==> src/rtl/dqs_gate_trainer.sv <==
module dqs_gate_trainer #(
  parameter int DW          = 16,
  parameter int SETTLE_CYC  = 4,
  parameter int TIMEOUT_CYC = 64,
  parameter int NUM_REF     = 3
) (
  input  logic          clk,
  input  logic          rst_n,
  input  logic          start_i,
  input  logic [DW-1:0] ivl_rd_i,
  output logic          ivl_we_o,
  output logic [DW-1:0] ivl_wd_o,
  output logic [1:0]    cal_ctrl_o,
  input  logic [1:0]    lane_done_i,
  output logic          ref_req_o,
  input  logic          ref_ack_i,
  output logic          busy_o,
  output logic          done_o,
  output logic          err_o
);
  localparam int CMAX = (SETTLE_CYC > TIMEOUT_CYC) ? SETTLE_CYC : TIMEOUT_CYC;
  localparam int CW   = $clog2(CMAX + 1);
  localparam int RW   = $clog2(NUM_REF + 1);

  typedef enum logic [2:0] {S_IDLE, S_ARM, S_SETTLE, S_POLL, S_REF} st_t;

  st_t           st;
  logic [CW-1:0] cnt;
  logic [RW-1:0] rcnt;
  logic [DW-1:0] saved;
  logic          cal_on;

  assign cal_ctrl_o = {1'b0, cal_on};
  assign ref_req_o  = (st == S_REF);
  assign busy_o     = (st != S_IDLE);

  always_ff @(posedge clk or negedge rst_n) begin
    if (!rst_n) begin
      st       <= S_IDLE;
      cnt      <= '0;
      rcnt     <= '0;
      saved    <= '0;
      cal_on   <= 1'b0;
      ivl_we_o <= 1'b0;
      ivl_wd_o <= '0;
      done_o   <= 1'b0;
      err_o    <= 1'b0;
    end else begin
      ivl_we_o <= 1'b0;
      done_o   <= 1'b0;
      case (st)
        S_IDLE: if (start_i) begin
          saved    <= ivl_rd_i;
          ivl_we_o <= 1'b1;
          ivl_wd_o <= '0;
          err_o    <= 1'b0;
          st       <= S_ARM;
        end
        S_ARM: begin
          cal_on <= 1'b1;
          cnt    <= '0;
          st     <= S_SETTLE;
        end
        S_SETTLE: begin
          if (cnt == CW'(SETTLE_CYC - 1)) begin
            cnt <= '0;
            st  <= S_POLL;
          end else begin
            cnt <= cnt + 1'b1;
          end
        end
        S_POLL: begin
          if (lane_done_i == 2'b11) begin
            cal_on <= 1'b0;
            rcnt   <= '0;
            st     <= S_REF;
          end else if (cnt == CW'(TIMEOUT_CYC - 1)) begin
            cal_on <= 1'b0;
            err_o  <= 1'b1;
            rcnt   <= '0;
            st     <= S_REF;
          end else begin
            cnt <= cnt + 1'b1;
          end
        end
        S_REF: if (ref_ack_i) begin
          if (rcnt == RW'(NUM_REF - 1)) begin
            ivl_we_o <= 1'b1;
            ivl_wd_o <= saved;
            done_o   <= 1'b1;
            st       <= S_IDLE;
          end else begin
            rcnt <= rcnt + 1'b1;
          end
        end
        default: st <= S_IDLE;
      endcase
    end
  end
endmodule


==> config.mk <==
export PLATFORM = sky130hd
export DESIGN_NAME = dqs_gate_trainer
export DESIGN_NICKNAME = d
export VERILOG_FILES = /design/src/rtl/dqs_gate_trainer.sv
export SDC_FILE = /design/constraint.sdc
export NUM_CORES = 1
export LEC_CHECK = 0
export BUFFER_PORTS_ARGS = -buffer_cell sky130_fd_sc_hd__buf_2
export CELL_PAD_IN_SITES_DETAIL_PLACEMENT = 0
export CELL_PAD_IN_SITES_GLOBAL_PLACEMENT = 1
export CORE_MARGIN = 2
export CORE_UTILIZATION = 30
export CTS_CLUSTER_DIAMETER = 50
export DETAILED_ROUTE_END_ITERATION = 12
export GPL_TIMING_DRIVEN = 0
export PLACE_DENSITY_LB_ADDON = 0.12
export SETUP_SLACK_MARGIN = 0.05
export SLEW_MARGIN = 0
export SYNTH_ARGS = -nofsm -noshare
export SYNTH_HDL_FRONTEND = slang
export SYNTH_SLANG_ARGS = --single-unit
==> constraint.sdc <==
create_clock -name clk -period 1.58 [get_ports clk]
set_input_delay 0.079 -clock clk [delete_from_list [all_inputs] [get_ports clk]]
set_output_delay 0.079 -clock clk [all_outputs]
set_load 0.02 [all_outputs]
* Word-level counts from Yosys, hierarchy flattened *
Index checks and enable logic that the tools add are counted.

word-level totals
  word-level logic and storage cells = 74
  output and inout bits = 23
  bits of input ports = 22
  register bits after elaboration = 48

operators by class
  add/subtract/negate cells = 2
  multiplexer cells = 32
  eq/ne operators = 17
  reduce and logical (&&, ||, !) cells = 14

operators by type and width
  cell                   number
  $mux W16               3
  $pmux W16 S2           1
  $mux W7                3
  $pmux W7 S3            1
  $mux W3                6
  $pmux W3 S5            1
  $ne A2 B2 Y1 const B   6
  $reduce_and A4 Y1      3
  $mux W1                9
  $mux W2                4
  $reduce_bool A2 Y1     4
  $add A7 B1 Y7 const B  1
  $eq A7 B2 Y1 const B   1
  $eq A7 B6 Y1 const B   1
  $eq A3 B2 Y1 const B   2
  $pmux W1 S2            3
  $reduce_bool A3 Y1     2
  $reduce_and A5 Y1      1
  $eq A2 B2 Y1 const B   2
  $ne A2 B1 Y1 const B   2
  $pmux W2 S2            1
  $reduce_and A2 Y1      2
  $eq A3 B1 Y1 const B   1
  $eq A3 B3 Y1 const B   1
  4 further kinds        4

* Depth between registers and ports, before layout *
  depth after elaboration = 4
  mapped depth = 7
  mapped depth without buffers = 6

* Worst setup path after synthesis *
No wires, ideal clock.

  path type = flip-flop to flip-flop
  start point = reg st[0]
  end point = reg saved[10]
  library setup time = 0.127 ns
  slack = -0.041 ns
  period minus slack after synthesis = 1.621 ns
  data arrival time = 1.494 ns
  cell stages (with the launch flop) = 7
  cell sequence = dfrtp_1 > buf_4 > nor3_2 > and2_1 > buf_6 > buf_6 > mux2_1

on the way
  longest elaborated chain between the ends = 2

RTL lines
  item                         line  RTL
  from (decl)                  27    st_t st;
  from (signal assigned)       39    st <= S_IDLE;
  from (signal assigned)       57    st <= S_ARM;
  from (signal assigned)       62    st <= S_SETTLE;
  $logic_not A3 Y1             51    case (st)
  $reduce_and A2 Y1 (no line)  --
  to (signal assigned)         53    saved <= ivl_rd_i;
  to (decl)                    30    logic [DW-1:0] saved;

No other way between the ends.
A chain may end at the register's enable or synchronous reset.

* Worst setup path after layout *
  start point = reg cnt[0]
  end point = reg cnt[5]

on the way
  longest elaborated chain between the ends = 4
  elaborated cells between the ends (all ways) = 9
  those cells by class = add/sub: 1; eq/ne: 3; mux: 4; reduce/logical: 1

RTL lines
  item                    line    RTL
  from (decl)             28      logic [CW-1:0] cnt;
  from (signal assigned)  69      cnt <= cnt + 1'b1;
  from (signal assigned)  83      cnt <= cnt + 1'b1;
  $add A7 B1 Y7           69, 83
  $mux W7                 77      end else if (cnt == CW'(TIMEOUT_CYC - 1)) begin
  $mux W7                 73      if (lane_done_i == 2'b11) begin
  $pmux W7 S3             51

Several ways; a longest one is shown, not always the timed one. The select of a mux whose other input is x is not followed.

==> flow_summary.ini <==
[timing]
hold_violations = 48
setup_tns_ns = -0.0507
rsz0062_at_grt = true
slew_headroom_pct = 28.8
timing.final.crit_period_ns = 1.60
max_freq_mhz = 623
tightest_slew_ns = 1.07
holdWs_ns = -0.0341
drv_slew = 0
skew_ns = 0.00398
finalCritPeriodShare_pct = 102
setup_ws_ns = -0.0246
finalSetupViolations = 8

[clock_tree]
h-tree-depth = 2
clock_sinks = 48
cts_tree = yes
clockBufferDepth = 2
clk_pin_slew_ns = 0.09
clock_latency_ns = 0.30
numCtsBuffers = 5
cts_root_buf = clkbuf_8

[synthesis]
synth_cell_types = 43
async_flop_share_pct = 100
ys_ff_latch = 48
avgSynthCellArea_sq_um = 12.5
synth_warnings = 0
synth-main-ff-cell = dfrtp_1
synth_nets = 193
seq_area_frac_synth_pct = 56.8
syn-cell-area_sq_um = 2110
syn_inst = 169
synth_edf_count = 0

[setup_path]
r2r-end = cnt[5]
r2r-start = cnt[0]
critPathMaxFanout = 6
worstSetupPathType = reg -> reg
start_kind = flop
rr_worst_depth = 5
critPathArrivalTime_ns = 1.83
r2r_setup_slack_ns = -0.02
setup.worst_path.start = cnt[0]
worst_ep_required_time_ns = 1.81
cp-end-kind = flop

[placement]
place_hpwl_um = 3150
gp_congestion = 0.802
dpl.cell_count = 308
port-buffer-count = 43

[pwr]
leakage_nw = 1.48
p_per_area_nw_per_um2 = 1570
irDropWorstVdd_mv = 0.542

[die]
start_util_pct = 31.1
core-area_sq_um = 6790
die_w_um = 87.9
die_h_um = 87.9
dieArea_sq_um = 7730
ios = 45
num_rows = 30

[final_layout]
n_fill_cell = 638
area_growth_pct = 47.0
final_cells = 350
n_antenna_cell = 0
final_cell_mix = dfrtp_1 (47), buf_2 (42), buf_4 (20)
drive_above_1_share_pct = 50.8
final_nets = 277
mostFrequentLayoutCell = dfrtp_1

[detailed_routing]
vias_per_cell = 4.65
vias = 1627
ant_nets = 0
drc = 0
drt_wl_total_um = 5230
dr.first_iter.drc_count = 56
dr.pass1.iters = 4
wl_per_cell_um = 14.9

[status]
violations = negative hold slack, negative setup slack
status = complete, but fails checks

[flow_run]
cap_viol_max_count = 0

[global_route]
grt_max_degree = 49
track_usage_pct = 14.0
overflow = 0
grt_pass1_vias = 1707
grt_antenna_before_repair = 0
grt_pass1_wl_um = 8330

[hold_path]
min_path_type = in -> async
synthesized netlist by cell type, types with 2 or more instances:
master | number | area [sq um]
nor2b_1 | 2 | 12.5
o21ai_0 | 11 | 55.1
inv_1 | 7 | 26.3
mux2_2 | 6 | 67.6
nand2_1 | 10 | 37.5
a22o_1 | 16 | 140
nand2b_1 | 5 | 31.3
a21oi_1 | 4 | 20.0
buf_4 | 5 | 37.5
nand3_1 | 3 | 15.0
ha_1 | 2 | 25.0
o21ai_1 | 2 | 10.0
or2_2 | 3 | 18.8
nand4_1 | 2 | 12.5
mux2_1 | 10 | 113
o211ai_1 | 3 | 22.5
a21o_1 | 2 | 15.0
buf_6 | 4 | 45.0
dfrtp_1 | 48 | 1200
flip-flops by register name (all words and copies together) (netlist names):
register / count
ivl_wd_o: 16
cnt: 7
ivl_we_o: 1
done_o: 1
saved: 16
st: 3
err_o: 1
cal_on: 1
rcnt: 2
cell families (layout without fill, tap and decap cells):
logic type / after synthesis / count (layout) / share of synthesized area (%)
AOI/OAI and AO/OA: 45 / 45 / 15.8
adders and majority gates: 2 / 2 / 1.18
buffers and inverters: 17 / 102 / 5.33
DFF: 48 / 48 / 56.8
muxes: 17 / 17 / 9.00
other: 1 / 1 / 0.177
and+or+nand+nor: 39 / 39 / 11.7
per-layer routing:
layer / vias to the layer above / routed length, um / track usage (%) / part of all wire (%)
met5: - / 0 / 0 / 0
met4: 0 / 67 / 4.48 / 1.3
met3: 6 / 216 / 2.92 / 4.1
met2: 37 / 2620 / 24.2 / 50
met1: 807 / 2320 / 17.5 / 44
li1: 777 / - / - / -
through the flow:
stage | utilization (%) | setup slack [ns] | area, sq um | hold slack, ns | power [W]
2_1_floorplan | - | -0.0309 | 2170 | -0.217 | 0.00289
3_3_place_gp | 36.9 | -0.241 | 2510 | 0.299 | 0.00321
3_5_place_dp | 36.9 | -0.249 | 2510 | 0.309 | 0.00326
4_1_cts | 44.0 | -0.0369 | 2990 | 0.000416 | 0.00469
5_1_grt | 45.7 | -0.101 | 3110 | 0.00305 | 0.00519
6_report | 45.7 | -0.0246 | 3110 | -0.0341 | 0.00489
worst max path at each step:
| stage | endpoint | slack, ns | cells past startpoint |
|---|---|---|---|
| final | cnt[5] | -0.02 | 5 |
| after global routing | cnt[5] | -0.10 | 5 |
| after CTS | saved[13] | -0.04 | 7 |
| after detailed placement | cnt[2] | -0.25 | 5 |
| after global placement | cnt[2] | -0.24 | 5 |
| after floorplan | ivl_wd_o[15] | -0.03 | 6 |
worst max-delay path: stages, from the launching register on:
cell and delay, ns:
dfrtp_1 0.42, ha_4 0.20, nor3b_4 0.15, a21o_1 0.17, or4_1 0.50, o21ai_1 0.09
power breakdown:
part           total (W)  switching, W  internal, W
clock network   0.000783      0.000428     0.000355
registers        0.00185      0.000267      0.00159
logic            0.00225      0.000959      0.00130
total            0.00489       0.00165      0.00324
area by class of cell:
class                      count  area, sq um  share of cell area, %
sequential                    48         1200                   38.7
multi-input combinational    104          987                   31.8
timing repair buffer          78          587                   18.9
tap                           96          120                   3.87
clock buffer                   6         82.6                   2.66
buffer                         8         82.6                   2.66
inverter                       8         30.0                  0.967
clock inverter                 2         15.0                  0.483
timing repair:
item	4_1_cts	5_1_grt
resized for setup	29	21
pin swaps	12	12
setup endpoints to repair	43	46
cloned	2	0
hold endpoints to repair	5	1
buffers inserted	22	5
hold buffers	5	1
No activity file was read; power rests on OpenSTA's default activity.
